`src/rtl/ivtimer_pkg.sv`:
```
`timescale 1ns/1ps
package ivtimer_pkg;

  typedef enum logic [1:0] {
    OP_HOLD  = 2'd0,
    OP_LOAD  = 2'd1,
    OP_RUN   = 2'd2,
    OP_HOLD3 = 2'd3
  } op_e;

  localparam int AW = 3;

  localparam logic [AW-1:0] A_DIV   = 3'd0;
  localparam logic [AW-1:0] A_CTRL  = 3'd1;
  localparam logic [AW-1:0] A_COUNT = 3'd2;
  localparam logic [AW-1:0] A_MASK  = 3'd3;
  localparam logic [AW-1:0] A_MSTAT = 3'd4;
  localparam logic [AW-1:0] A_ACK   = 3'd5;

  localparam int OP_LSB   = 0;
  localparam int RATE_LSB = 2;

endpackage

```
`src/rtl/ivt_prescaler.sv`:
```
`timescale 1ns/1ps
module ivt_prescaler #(
  parameter int SEL_W    = 2,
  parameter int PRE_STEP = 2
) (
  input  logic             clk,
  input  logic             rst_n,
  input  logic             run,
  input  logic             restart,
  input  logic [SEL_W-1:0] sel,
  output logic             tick
);

  localparam int NSEL = 1 << SEL_W;
  localparam int PW   = (PRE_STEP * (NSEL - 1) > 0) ? PRE_STEP * (NSEL - 1) : 1;
  localparam logic [PW:0] ONE = 1;

  logic [PW:0]   lim_tab [NSEL];
  logic [PW-1:0] pcnt_q;

  // one clock-division limit per rate code
  for (genvar g = 0; g < NSEL; g++) begin : g_lim
    assign lim_tab[g] = ONE << (PRE_STEP * g);
  end

  assign tick = run && ({1'b0, pcnt_q} == (lim_tab[sel] - ONE));

  always_ff @(posedge clk or negedge rst_n) begin
    if (!rst_n) begin
      pcnt_q <= '0;
    end else if (restart || !run || tick) begin
      pcnt_q <= '0;
    end else begin
      pcnt_q <= pcnt_q + 1'b1;
    end
  end

endmodule

```
`src/rtl/ivt_counter.sv`:
```
`timescale 1ns/1ps
module ivt_counter #(
  parameter int CNT_W = 32
) (
  input  logic             clk,
  input  logic             rst_n,
  input  logic             load,
  input  logic             tick,
  input  logic [CNT_W-1:0] reload_val,
  output logic [CNT_W-1:0] count,
  output logic             wrap
);

  localparam logic [CNT_W-1:0] ONE = 1;

  logic [CNT_W-1:0] cnt_q;

  // a load has priority; a tick at 1 or 0 reloads instead of decrementing
  assign wrap  = tick && !load && (cnt_q <= ONE);
  assign count = cnt_q;

  always_ff @(posedge clk or negedge rst_n) begin
    if (!rst_n) begin
      cnt_q <= '0;
    end else if (load || wrap) begin
      cnt_q <= reload_val;
    end else if (tick) begin
      cnt_q <= cnt_q - ONE;
    end
  end

endmodule

```
`src/rtl/ivt_irq.sv`:
```
`timescale 1ns/1ps
module ivt_irq #(
  parameter int NSRC = 1
) (
  input  logic            clk,
  input  logic            rst_n,
  input  logic [NSRC-1:0] set,
  input  logic [NSRC-1:0] ack,
  input  logic            mask_we,
  input  logic [NSRC-1:0] mask_d,
  output logic [NSRC-1:0] status,
  output logic [NSRC-1:0] mask,
  output logic [NSRC-1:0] masked,
  output logic            irq
);

  logic [NSRC-1:0] st_q;
  logic [NSRC-1:0] mk_q;

  assign status = st_q;
  assign mask   = mk_q;
  assign masked = st_q & mk_q;
  assign irq    = |masked;

  always_ff @(posedge clk or negedge rst_n) begin
    if (!rst_n) begin
      st_q <= '0;
      mk_q <= '0;
    end else begin
      // a new event wins over a simultaneous acknowledge
      st_q <= (st_q & ~ack) | set;
      if (mask_we) begin
        mk_q <= mask_d;
      end
    end
  end

endmodule

```
`src/rtl/ivtimer.sv`:
```
`timescale 1ns/1ps
module ivtimer
  import ivtimer_pkg::*;
#(
  parameter int CNT_W    = 32,
  parameter int RATE_W   = 2,
  parameter int PRE_STEP = 2
) (
  input  logic             clk,
  input  logic             rst_n,
  input  logic             wr_en,
  input  logic [2:0]       wr_addr,
  input  logic [CNT_W-1:0] wr_data,
  input  logic [2:0]       rd_addr,
  output logic [CNT_W-1:0] rd_data,
  output logic             irq
);

  localparam int NSRC = 1;

  logic [CNT_W-1:0]  div_q;
  op_e               op_q;
  logic [RATE_W-1:0] rate_q;

  logic              ctrl_wr;
  logic              load_pulse;
  logic              running;
  logic              tick;
  logic              uf;
  logic [CNT_W-1:0]  count_q;
  logic [NSRC-1:0]   status_q;
  logic [NSRC-1:0]   mask_q;
  logic [NSRC-1:0]   masked;
  logic [NSRC-1:0]   ack_vec;

  assign ctrl_wr    = wr_en && (wr_addr == A_CTRL);
  assign load_pulse = ctrl_wr && (wr_data[OP_LSB +: 2] == OP_LOAD);
  assign running    = (op_q == OP_RUN);
  assign ack_vec    = (wr_en && (wr_addr == A_ACK)) ? wr_data[NSRC-1:0] : '0;

  always_ff @(posedge clk or negedge rst_n) begin
    if (!rst_n) begin
      div_q  <= '0;
      op_q   <= OP_HOLD;
      rate_q <= '0;
    end else begin
      if (wr_en && (wr_addr == A_DIV)) begin
        div_q <= wr_data;
      end
      if (ctrl_wr) begin
        op_q   <= op_e'(wr_data[OP_LSB +: 2]);
        rate_q <= wr_data[RATE_LSB +: RATE_W];
      end
    end
  end

  ivt_prescaler #(
    .SEL_W    (RATE_W),
    .PRE_STEP (PRE_STEP)
  ) u_pre (
    .clk     (clk),
    .rst_n   (rst_n),
    .run     (running),
    .restart (ctrl_wr),
    .sel     (rate_q),
    .tick    (tick)
  );

  ivt_counter #(
    .CNT_W (CNT_W)
  ) u_cnt (
    .clk        (clk),
    .rst_n      (rst_n),
    .load       (load_pulse),
    .tick       (tick),
    .reload_val (div_q),
    .count      (count_q),
    .wrap       (uf)
  );

  ivt_irq #(
    .NSRC (NSRC)
  ) u_irq (
    .clk     (clk),
    .rst_n   (rst_n),
    .set     (uf),
    .ack     (ack_vec),
    .mask_we (wr_en && (wr_addr == A_MASK)),
    .mask_d  (wr_data[NSRC-1:0]),
    .status  (status_q),
    .mask    (mask_q),
    .masked  (masked),
    .irq     (irq)
  );

  always_comb begin
    rd_data = '0;
    case (rd_addr)
      A_DIV:   rd_data = div_q;
      A_CTRL:  rd_data = CNT_W'({rate_q, op_q});
      A_COUNT: rd_data = count_q;
      A_MASK:  rd_data = CNT_W'(mask_q);
      A_MSTAT: rd_data = CNT_W'(masked);
      default: rd_data = '0;
    endcase
  end

endmodule

```
`config.mk`:
```
export PLATFORM = sky130hd
export DESIGN_NAME = ivtimer
export DESIGN_NICKNAME = d
export VERILOG_FILES = /design/src/rtl/ivtimer_pkg.sv /design/src/rtl/ivt_prescaler.sv /design/src/rtl/ivt_counter.sv /design/src/rtl/ivt_irq.sv /design/src/rtl/ivtimer.sv
export SDC_FILE = /design/constraint.sdc
export NUM_CORES = 1
export LEC_CHECK = 0
export BUFFER_PORTS_ARGS = -buffer_cell sky130_fd_sc_hd__buf_2
export CORE_ASPECT_RATIO = 2
export CORE_MARGIN = 5
export CORE_UTILIZATION = 57
export DETAILED_ROUTE_END_ITERATION = 7
export PLACE_DENSITY = 0.81
export SLEW_MARGIN = 15
export SYNTH_ARGS = -nofsm -noshare
export SYNTH_HDL_FRONTEND = slang
export SYNTH_SLANG_ARGS = --single-unit
export TNS_END_PERCENT = 1
```
`constraint.sdc`:
```
create_clock -name clk -period 2.8 [get_ports clk]
set_input_delay 0.14 -clock clk [delete_from_list [all_inputs] [get_ports clk]]
set_output_delay 0.14 -clock clk [all_outputs]
set_load 0.02 [all_outputs]
```
==> reports/results.tsv, run 1 <==
stage	metric	value	unit
status	outcome	finished, final reports clean	
floorplanning	DIE HEIGHT	134	um
worst_setup_path	crit-path max FO	7	
drt	number of nets with antenna violations after detailed routing	0	
sta	final setup fails	0	
worst_setup_path	critical setup path kind	register to register	
sta	final critical-path setup slack	0.275	ns
drt	number of vias per cell after detailed routing	6.61	
clock_tree	CTS tree	done	
worst_setup_path	number of cells on the worst reg-to-reg path	8	
placed_design	pre-CTS worst setup slack	0.298	ns
clock_tree	clock slew at reported path FFs	0.06	ns
sta	clock period minus worst slack	2.52	ns
sta	crit share post-route	90.2	%
floorplanning	overall die width	72.0	um
worst_setup_path	Arrival @ worst endpoint	2.80	ns
cells_and_area	sequential cell area	1900	um^2
yosys	number of warnings issued by yosys	0	
yosys	Synth Instances	457	
placed_design	placer congestion estimate	1.00	
worst_setup_path	type of origin of the critical path	register	
cells_and_area	combined area of the multi-input logic cells	2320	um^2
pwr	total power after layout	0.00370	W
floorplanning	CORE AREA	7540	um^2
placed_design	sum of net half-perimeters after detailed placement	9700	um
floorplanning	die area	9640	um^2
sta	count of endpoints failing hold in the final timing report	0	
clock_tree	clock sinks	76	
min_path	worst min-delay path category	input pin to register	
run	max-cap check violation count	0	
clock_tree	Clk Latency, worst-skew pair	0.34	ns
cells_and_area	ANT cells	0	
pwr	reported leakage power	2.22	nW
clock_tree	Clock Tree Root	sky130_fd_sc_hd__clkbuf_16	
drt	drt pass-1 iters	6	
grt	pin count of the biggest net entering global routing	77	
yosys	proportion of synthesized chip area in sequential cells	43.5	%
grt	number of global-route vias before repair	4332	
placed_design	# port buffers	73	
sta	clock skew	0.00792	ns
yosys	Avg Cell Area, Syn	9.58	um^2
clock_tree	H-tree levels	3	
grt	global-route wire length before repair	21400	um
clock_tree	number of buffers created by CTS	9	
worst_setup_path	critical path capture point type	register	
worst_setup_path	worst reg2reg setup slack	0.28	ns
pwr	Max VDD drop	0.508	mV
sta	achievable clock frequency	396	MHz
min_path	worst min-delay path startpoint	wr_data[25]	
yosys	Synth Flop Type	sky130_fd_sc_hd__dfrtp_1	
cells_and_area	net total in the final layout	577	
clock_tree	Clock Path Buffers	2	
grt	initial antenna violation count	0	
yosys	total nets after synthesis	501	
yosys	Post-Synthesis Cell Area	4380	um^2
grt	Overall Global Routing Usage	28.8	%
yosys	count of distinct cell types in the synthesized netlist	63	
worst_setup_path	endpoint of the worst register-to-register path	u_cnt.count[24]$_DFFE_PN0P_	
sta	hold_ws	0.0319	ns
sta	final total negative setup slack	0	ns
cells_and_area	fillcell total	629	
sta	slew of the pin with the lowest slew margin	0.953	ns
cells_and_area	commonest non-fill, non-tap cell in the layout	sky130_fd_sc_hd__dfrtp_1	
drt	initial drt markers	355	
min_path	hold endpoint	div_q[25]$_DFFE_PN0P_	
drt	Post-Route WL	13200	um
yosys	synthesis-stage register bit count	76	
yosys	count of flip-flops with a built-in enable after synthesis	0	
drt	drt wl/cell	20.9	um
worst_setup_path	start of the worst register-to-register path	u_cnt.count[0]$_DFFE_PN0P_	
pwr	total power density per cell area	710	nW/um^2
cells_and_area	highest-count cells in the layout ignoring fill and taps	sky130_fd_sc_hd__dfrtp_1 (76), sky130_fd_sc_hd__buf_2 (72), sky130_fd_sc_hd__nor2_1 (46)	
yosys	fraction of registers with async set/reset	100	%
sta	number of slew-limit violations in the final report	0	
yosys	area leader, netlist	sky130_fd_sc_hd__dfrtp_1	
cells_and_area	P&R area growth vs syn	19.0	%
floorplanning	Initial Utilization	58.0	%
sta	worst slew margin relative to its limit	36.5	%
grt	overflow left after global routing	0	
floorplanning	Rows	45	
worst_setup_path	required arrival time at the worst endpoint	3.07	ns
drt	routed via count	4171	
min_path	count of cells along the worst hold path	2	
yosys	cell types with the largest area share after synthesis	sky130_fd_sc_hd__dfrtp_1 (43%), sky130_fd_sc_hd__mux2_2 (9.0%), sky130_fd_sc_hd__a22o_1 (5.6%)	
cells_and_area	share of post-route cells with drive strength above 1	30.7	%
floorplanning	top-level port count	74	
sta	unrepaired setup endpoints after global routing	false	
drt	DRC	0	
yosys	area fraction of the dominant cell type after synthesis	43.5	%
==> synth_stat cells, types with 3 or more instances <==
master,count
sky130_fd_sc_hd__dfrtp_1,76
sky130_fd_sc_hd__ha_1,3
sky130_fd_sc_hd__a32oi_1,9
sky130_fd_sc_hd__mux2_2,35
sky130_fd_sc_hd__nand2b_1,3
sky130_fd_sc_hd__a31oi_1,5
sky130_fd_sc_hd__nand2_1,29
sky130_fd_sc_hd__a22o_1,28
sky130_fd_sc_hd__o21ai_0,23
sky130_fd_sc_hd__or3_1,6
sky130_fd_sc_hd__nand3b_1,3
sky130_fd_sc_hd__nand3_1,18
sky130_fd_sc_hd__inv_1,8
sky130_fd_sc_hd__buf_2,8
sky130_fd_sc_hd__nor2_1,46
sky130_fd_sc_hd__mux2i_1,5
sky130_fd_sc_hd__nand4_1,7
sky130_fd_sc_hd__nor3_1,22
sky130_fd_sc_hd__a21oi_1,24
sky130_fd_sc_hd__o31ai_1,5
sky130_fd_sc_hd__nor4_1,9
sky130_fd_sc_hd__or4_1,6
sky130_fd_sc_hd__o22ai_1,6
sky130_fd_sc_hd__clkbuf_1,19
==> power by group <==
part,switching [W],internal (W),total [W]
sequential,0.000331,0.00135,0.00168
clock,0.000430,0.000704,0.00113
combinational,0.000482,0.000406,0.000888
==> metrics by stage <==
| stage | utilization, % | area (um^2) | std cells |
|---|---|---|---|
| finish | 69.0 | 5210 | 631 |
| global route | 69.0 | 5210 | 631 |
| CTS | 69.0 | 5200 | 631 |
| detailed placement | 65.0 | 4900 | 615 |
| global placement | 65.0 | 4900 | 615 |
| floorplan | - | 4380 | 457 |
==> worst max-delay path, cell delays in order, from the launching register on <==
cell,delay [ns]
sky130_fd_sc_hd__dfrtp_1,0.45
sky130_fd_sc_hd__inv_1,0.11
sky130_fd_sc_hd__ha_1,0.24
sky130_fd_sc_hd__nor3b_1,0.30
sky130_fd_sc_hd__nand4_1,0.33
sky130_fd_sc_hd__nor3_2,0.26
sky130_fd_sc_hd__nand3_1,0.14
sky130_fd_sc_hd__a2111oi_0,0.46
sky130_fd_sc_hd__a221o_1,0.19
==> how the worst max path moves through the flow <==
stage	start	end	depth (start not counted)
floorplan	u_cnt.count[0]$_DFFE_PN0P_	u_cnt.count[24]$_DFFE_PN0P_	8
global placement	u_cnt.count[1]$_DFFE_PN0P_	u_cnt.count[24]$_DFFE_PN0P_	8
detailed placement	u_cnt.count[1]$_DFFE_PN0P_	u_cnt.count[24]$_DFFE_PN0P_	8
CTS	u_cnt.count[1]$_DFFE_PN0P_	u_cnt.count[24]$_DFFE_PN0P_	8
global route	u_cnt.count[1]$_DFFE_PN0P_	u_cnt.count[24]$_DFFE_PN0P_	8
finish	u_cnt.count[0]$_DFFE_PN0P_	u_cnt.count[24]$_DFFE_PN0P_	8
==> registers in the layout (all words and copies together) (netlist names) <==
register,cells
div_q,32
op_q,2
rate_q,2
u_cnt.count,32
u_irq.mask,1
u_irq.status,1
u_pre.pcnt_q,6
==> per-layer routing <==
metal	track usage [%]	routed length [um]	vias up
met1	30.9	4450	2019
met2	51.3	7270	202
met3	5.33	786	53
li1	-	-	1897
met4	16.7	662	0
met5	0	0	-
==> kinds of logic after synthesis <==
| kind of cell | count (synthesis) | share of synthesized area (%) |
|---|---|---|
| flip-flops | 76 | 43.5 |
| multiplexers | 40 | 10.1 |
| AO/OA/AOI/OAI | 128 | 20.8 |
| adder cells (fa/ha/maj) | 3 | 0.858 |
| buffers and inverters | 39 | 4.23 |
| AND/OR/NAND/NOR | 167 | 19.8 |
| XOR/XNOR | 4 | 0.801 |
==> area by class of cell <==
| class | count | area share, % |
|---|---|---|
| Multi-Input combinational cell | 342 | 44.6 |
| Sequential cell | 76 | 36.5 |
| Timing Repair Buffer | 96 | 10.4 |
| Clock buffer | 10 | 4.59 |
| Tap cell | 94 | 2.26 |
| Clock inverter | 5 | 1.01 |
| Inverter | 8 | 0.577 |
==> timing repair <==
action,in CTS,in global routing
hold buffers,1,0
hold endpoints to repair,29,0
setup buffers,0,0
setup endpoints to repair,0,1
gates resized for setup,0,1
No activity file was read; power rests on OpenSTA's default activity.
==> inputs of run 2 (changes only) <==
- ABC_AREA: unset -> 1
- CORE_UTILIZATION: 57 -> 58
==> reports/results.tsv, run 2 <==
stage	metric	value	unit
status	outcome	finished, final reports clean	
yosys	fraction of registers with async set/reset	100	%
yosys	Post-Synthesis Cell Area	4820	um^2
placed_design	dpl cell area	5270	um^2
pwr	Seq pwr share	36.7	%
cells_and_area	sequential cell area	1900	um^2
yosys	count of flip-flops with a built-in enable after synthesis	0	
pwr	reported leakage power	2.95	nW
clock_tree	Clock Tree Root	sky130_fd_sc_hd__clkbuf_16	
drt	number of vias per cell after detailed routing	5.55	
clock_tree	number of buffers created by CTS	9	
worst_setup_path	critical path capture point type	register	
sta	number of slew-limit violations in the final report	0	
cells_and_area	final instance area	5560	um^2
yosys	area fraction of the dominant cell type after synthesis	39.4	%
yosys	Synth Flop Type	sky130_fd_sc_hd__dfrtp_1	
sta	final total negative setup slack	0	ns
yosys	number of warnings issued by yosys	0	
grt	Overall Global Routing Usage	31.2	%
floorplanning	overall die width	74.5	um
clock_tree	clock slew at reported path FFs	0.06	ns
yosys	area leader, netlist	sky130_fd_sc_hd__dfrtp_1	
worst_setup_path	type of origin of the critical path	register	
yosys	Synth Instances	695	
clock_tree	Clock Path Buffers	2	
placed_design	number of placed instances with taps included	852	
yosys	synthesis-stage register bit count	76	
sta	final setup fails	0	
grt	global-route wire length before repair	24300	um
grt	overflow left after global routing	0	
floorplanning	Initial Utilization	58.6	%
pwr	Max VDD drop	0.586	mV
clock_tree	buffer count from post-CTS setup fixing	0	
cells_and_area	P&R area growth vs syn	15.2	%
drt	DRC	0	
pwr	Internal Pwr Total	0.00273	W
yosys	count of distinct cell types in the synthesized netlist	33	
cells_and_area	share of post-route cells with drive strength above 1	17.5	%
grt	number of global-route vias before repair	5003	
placed_design	placer congestion estimate	0.959	
pwr	total power density per cell area	889	nW/um^2
drt	drt wl/cell	17.5	um
placed_design	# port buffers	73	
run	max-cap check violation count	0	
cells_and_area	combined area of the multi-input logic cells	2420	um^2
cells_and_area	final non-filler cell total	869	
pwr	Logic pwr share	41.2	%
yosys	proportion of synthesized chip area in sequential cells	39.4	%
worst_setup_path	endpoint of the worst register-to-register path	u_cnt.count[18]$_DFFE_PN0P_	
sta	crit share post-route	77.5	%
yosys	top cells by count, synth	sky130_fd_sc_hd__nand2_1 (193), sky130_fd_sc_hd__nor2_1 (101), sky130_fd_sc_hd__inv_1 (95)	
yosys	top-count cell post-synth	sky130_fd_sc_hd__nand2_1	
worst_setup_path	critical setup path kind	register to register	
sta	clock period minus worst slack	2.17	ns
sta	slew of the pin with the lowest slew margin	0.973	ns
pwr	Switching Share	44.7	%
sta	unrepaired setup endpoints after global routing	false	
placed_design	pre-CTS worst setup slack	0.643	ns
grt	initial antenna violation count	0	
floorplanning	Rows	47	
floorplanning	top-level port count	74	
drt	routed via count	4823	
clock_tree	Clk Latency, worst-skew pair	0.34	ns
sta	count of endpoints failing hold in the final timing report	0	
grt	pin count of the biggest net entering global routing	77	
yosys	Avg Cell Area, Syn	6.94	um^2
placed_design	sum of net half-perimeters after detailed placement	11500	um
floorplanning	DIE HEIGHT	139	um
pwr	Clk network pwr share	22.0	%
worst_setup_path	start of the worst register-to-register path	u_cnt.count[0]$_DFFE_PN0P_	
clock_tree	hold_buf cts	1	
worst_setup_path	required arrival time at the worst endpoint	3.03	ns
pwr	sw power	0.00221	W
drt	number of nets with antenna violations after detailed routing	0	
clock_tree	clock sinks	76	
floorplanning	CORE AREA	8230	um^2
yosys	total nets after synthesis	739	
worst_setup_path	crit-path max FO	21	
pwr	total power after layout	0.00494	W
worst_setup_path	number of cells on the worst reg-to-reg path	10	
floorplanning	die area	10300	um^2
cells_and_area	fillcell total	765	
clock_tree	CTS tree	done	
min_path	worst min-delay path category	input pin to register	
sta	final critical-path setup slack	0.630	ns
sta	clock skew	0.00644	ns
drt	initial drt markers	333	
cells_and_area	net total in the final layout	810	
cells_and_area	highest-count cells in the layout ignoring fill and taps	sky130_fd_sc_hd__nand2_1 (192), sky130_fd_sc_hd__nor2_1 (101), sky130_fd_sc_hd__inv_1 (95)	
sta	worst slew margin relative to its limit	35.1	%
clock_tree	Resize count post-CTS	0	
worst_setup_path	last element of the critical path	u_cnt.count[18]$_DFFE_PN0P_	
clock_tree	H-tree levels	3	
worst_setup_path	worst reg2reg setup slack	0.63	ns
drt	Post-Route WL	15200	um
yosys	cell types with the largest area share after synthesis	sky130_fd_sc_hd__dfrtp_1 (39%), sky130_fd_sc_hd__nand2_1 (15%), sky130_fd_sc_hd__nor2_1 (7.9%)	
sta	achievable clock frequency	461	MHz
drt	drt pass-1 iters	5	
cells_and_area	ANT cells	0	
worst_setup_path	launch point of the worst path	u_cnt.count[0]$_DFFE_PN0P_	
cells_and_area	commonest non-fill, non-tap cell in the layout	sky130_fd_sc_hd__nand2_1	
worst_setup_path	Arrival @ worst endpoint	2.40	ns
[run 2: through the flow]
stage / util [%] / hold WS [ns]
after global routing: 67.5 / 0.0476
after global placement: 64.0 / 0.345
after floorplan: - / -0.156
final: 67.5 / 0.0372
after CTS: 67.5 / 0.0283
after detailed placement: 64.0 / 0.356
[run 2: kinds of logic (layout without fill, tap and decap cells)]
kind of cell / Yosys count / in the layout / share of synthesized area, %
xor gates and xnor gates: 29 / 29 / 5.27
DFF: 76 / 76 / 39.4
AOI/OAI and AO/OA: 75 / 75 / 9.03
buffers and inverters: 123 / 199 / 10.5
and+or+nand+nor: 389 / 389 / 35.0
adders and majority gates: 3 / 3 / 0.778
[run 2: cell type report]
class                   instances  area share [%]
inverters                      99            6.69
repair buffers                 84            8.38
clock inverters                 6           0.878
well taps                      98            2.21
flip-flops and latches         76            34.2
clock buffers                  10            4.12
multi-input cells             496            43.5
[run 2: critical path, cell delays in order, from the launching register on]
cell and delay [ns]:
sky130_fd_sc_hd__dfrtp_1 0.43, sky130_fd_sc_hd__inv_1 0.12, sky130_fd_sc_hd__ha_1 0.28, sky130_fd_sc_hd__nand2_4 0.10, sky130_fd_sc_hd__a21oi_2 0.16, sky130_fd_sc_hd__nand3_2 0.13
sky130_fd_sc_hd__o21ai_4 0.37, sky130_fd_sc_hd__buf_12 0.24, sky130_fd_sc_hd__nand2_1 0.07, sky130_fd_sc_hd__nand3_1 0.08, sky130_fd_sc_hd__nand2_1 0.05
[run 2: layer usage]
metal / vias to the layer above / global-route usage (%) / share of wire [%]
li1: 2305 / - / -
met3: 68 / 5.30 / 5.2
met4: 0 / 24.2 / 8.9
met2: 195 / 54.7 / 54
met1: 2255 / 30.4 / 32
met5: - / 0 / 0
[run 2: worst min path at each step]
| stage | cells after the start | slack (ns) | start | end |
|---|---|---|---|---|
| CTS | 3 | 0.03 | wr_data[3] | rate_q[1]$_DFFE_PN0P_ |
| finish | 3 | 0.04 | wr_data[3] | rate_q[1]$_DFFE_PN0P_ |
| global route | 3 | 0.05 | wr_data[23] | div_q[23]$_DFFE_PN0P_ |
| floorplan | 0 | -0.16 | rst_n | div_q[0]$_DFFE_PN0P_ |
| global placement | 1 | 0.34 | rst_n | div_q[29]$_DFFE_PN0P_ |
| detailed placement | 1 | 0.36 | rst_n | div_q[22]$_DFFE_PN0P_ |
[run 2: power by group through the flow]
stage / Clock, W / Sequential (W) / Combinational, W
final: 0.00109 / 0.00181 / 0.00204
after global routing: 0.00115 / 0.00185 / 0.00232
after CTS: 0.00110 / 0.00181 / 0.00203
after detailed placement: 0 / 0.00182 / 0.00201
after global placement: 0 / 0.00180 / 0.00196
after floorplan: 0 / 0.00169 / 0.00154
==> inputs of run 3 (changes only) <==
- clock period: 2.8 -> 2.1 ns (I/O delays scaled with it)
==> reports/results.tsv, run 3 (same netlist as run 2, synthesis figures left out) <==
stage	metric	value	unit
clock_tree	Clk Latency, worst-skew pair	0.34	ns
cells_and_area	net total in the final layout	821	
pwr	total power density per cell area	1200	nW/um^2
placed_design	number of placed instances with taps included	861	
floorplanning	Rows	47	
drt	Post-Route WL	15300	um
grt	met2 usage in global routing	53.6	%
grt	global-route wire length before repair	24000	um
floorplanning	Initial Utilization	58.6	%
grt	initial antenna violation count	0	
worst_setup_path	Critical Path Most Common Cell	sky130_fd_sc_hd__nand2_1	
worst_setup_path	cells along the critical path	inv_1 > ha_2 > nand2_4 > a21oi_2 > nand3_2 > o21ai_4 > buf_4 > nand2_1 > nand3_1 > nand2_1	
placed_design	# port buffers	73	
grt	overflow left after global routing	0	
drt	number of nets with antenna violations after detailed routing	0	
worst_setup_path	standard cell with the maximum stage delay on the critical path	sky130_fd_sc_hd__dfrtp_1	
cells_and_area	final non-filler cell total	880	
cells_and_area	share of post-route cells with drive strength above 1	18.5	%
floorplanning	overall die width	74.5	um
grt	pin count of the biggest net entering global routing	49	
worst_setup_path	start of the worst register-to-register path	u_cnt.count[0]$_DFFE_PN0P_	
worst_setup_path	Arrival @ worst endpoint	2.15	ns
placed_design	pre-CTS worst setup slack	0.186	ns
grt	Most Used Layer, Global Route	met2	
min_path	worst min-delay path category	input pin to register	
cells_and_area	ANT cells	0	
placed_design	sum of net half-perimeters after detailed placement	11500	um
cells_and_area	commonest non-fill, non-tap cell in the layout	sky130_fd_sc_hd__nand2_1	
sta	clock period minus worst slack	1.92	ns
min_path	hold endpoint	div_q[14]$_DFFE_PN0P_	
sta	count of endpoints failing hold in the final timing report	0	
worst_setup_path	crit-path max FO	10	
min_path	count of cells along the worst hold path	3	
clock_tree	clock slew at reported path FFs	0.06	ns
worst_setup_path	worst reg2reg setup slack	0.18	ns
sta	final setup fails	0	
run	max-cap check violation count	0	
floorplanning	top-level port count	74	
drt	initial drt markers	307	
sta	achievable clock frequency	520	MHz
sta	number of slew-limit violations in the final report	0	
clock_tree	number of buffers created by CTS	9	
cells_and_area	fillcell total	742	
sta	crit share post-route	91.6	%
pwr	reported leakage power	3.02	nW
min_path	worst min-delay path startpoint	wr_data[14]	
sta	hold_ws	0.00869	ns
cells_and_area	combined area of the multi-input logic cells	2420	um^2
cells_and_area	highest-count cells in the layout ignoring fill and taps	sky130_fd_sc_hd__nand2_1 (192), sky130_fd_sc_hd__nor2_1 (101), sky130_fd_sc_hd__inv_1 (95)	
sta	final total negative setup slack	0	ns
clock_tree	CTS tree	done	
floorplanning	CORE AREA	8230	um^2
sta	slew of the pin with the lowest slew margin	0.650	ns
drt	DRC	0	
worst_setup_path	type of origin of the critical path	register	
worst_setup_path	delay of the slowest cell on the worst path	0.43	ns
worst_setup_path	endpoint of the worst register-to-register path	u_cnt.count[19]$_DFFE_PN0P_	
placed_design	placer congestion estimate	0.953	
drt	routed via count	4849	
clock_tree	H-tree levels	3	
pwr	Max VDD drop	0.863	mV
drt	drt wl/cell	17.4	um
sta	clock skew	0.00812	ns
worst_setup_path	critical setup path kind	register to register	
drt	drt pass-1 iters	5	
grt	Overall Global Routing Usage	31.1	%
drt	number of vias per cell after detailed routing	5.51	
floorplanning	die area	10300	um^2
worst_setup_path	crit path buf inv count	2	
worst_setup_path	Crit path max-delay family	simple AND/OR/NAND/NOR gates	
worst_setup_path	critical path capture point type	register	
sta	unrepaired setup endpoints after global routing	false	
cells_and_area	P&R area growth vs syn	17.5	%
cells_and_area	sequential cell area	1900	um^2
grt	GR Util met1	30.5	%
grt	met3 global-route usage	4.28	%
sta	worst slew margin relative to its limit	56.7	%
worst_setup_path	required arrival time at the worst endpoint	2.33	ns
clock_tree	Clock Tree Root	sky130_fd_sc_hd__clkbuf_16	
clock_tree	Clock Path Buffers	2	
worst_setup_path	number of cells on the worst reg-to-reg path	10	
floorplanning	DIE HEIGHT	139	um
status	outcome	finished, final reports clean	
grt	number of global-route vias before repair	4893	
clock_tree	clock sinks	76	
sta	final critical-path setup slack	0.177	ns
## run 3: worst max-delay path by stage
stage | startpoint | endpoint | slack [ns] | cells past startpoint
floorplan | u_cnt.count[0]$_DFFE_PN0P_ | u_cnt.count[12]$_DFFE_PN0P_ | 0.37 | 10
global placement | u_cnt.count[0]$_DFFE_PN0P_ | u_cnt.count[21]$_DFFE_PN0P_ | 0.29 | 10
detailed placement | u_cnt.count[0]$_DFFE_PN0P_ | u_cnt.count[27]$_DFFE_PN0P_ | 0.19 | 10
CTS | u_cnt.count[0]$_DFFE_PN0P_ | u_cnt.count[28]$_DFFE_PN0P_ | 0.15 | 10
global route | u_cnt.count[0]$_DFFE_PN0P_ | u_cnt.count[19]$_DFFE_PN0P_ | 0.04 | 10
finish | u_cnt.count[0]$_DFFE_PN0P_ | u_cnt.count[19]$_DFFE_PN0P_ | 0.18 | 10
## run 3: layer usage
metal,up-vias,part of all wire (%)
met5,-,0
met4,0,9.9
met3,67,4.8
met2,195,53
met1,2252,33
li1,2335,-
## run 3: timing repair
action | in CTS | in global routing
endpoints found under the hold margin | 47 | 0
gates resized for setup | 0 | 1
setup buffers | 0 | 0
endpoints found under the setup margin | 0 | 2
hold buffers | 3 | 0
## run 3: worst min-delay path: cells and delay by family
kind,cells,cell delay (ns)
AOI/OAI and AO/OA,1,0.10
buffers and inverters,1,0.08
and+or+nand+nor,1,0.03
## run 3: metrics by stage
step	total power (W)	area [um^2]	util [%]
CTS	0.00676	5670	68.8
floorplan	0.00431	4820	-
detailed placement	0.00516	5340	64.8
global route	0.00726	5670	68.8
global placement	0.00508	5340	64.8
finish	0.00679	5670	68.8
## run 3: cell type report
class	instances	share of cell area (%)
clock buffers	10	4.04
flip-flops and latches	76	33.6
clock inverters	6	1.26
inverters	99	6.56
repair buffers	95	9.76
well taps	98	2.16
multi-input cells	496	42.7
## run 3: where the power goes
part / internal (W) / total [W] / switching, W
clock network: 0.000931 / 0.00158 / 0.000650
registers: 0.00191 / 0.00241 / 0.000506
logic: 0.000965 / 0.00279 / 0.00183
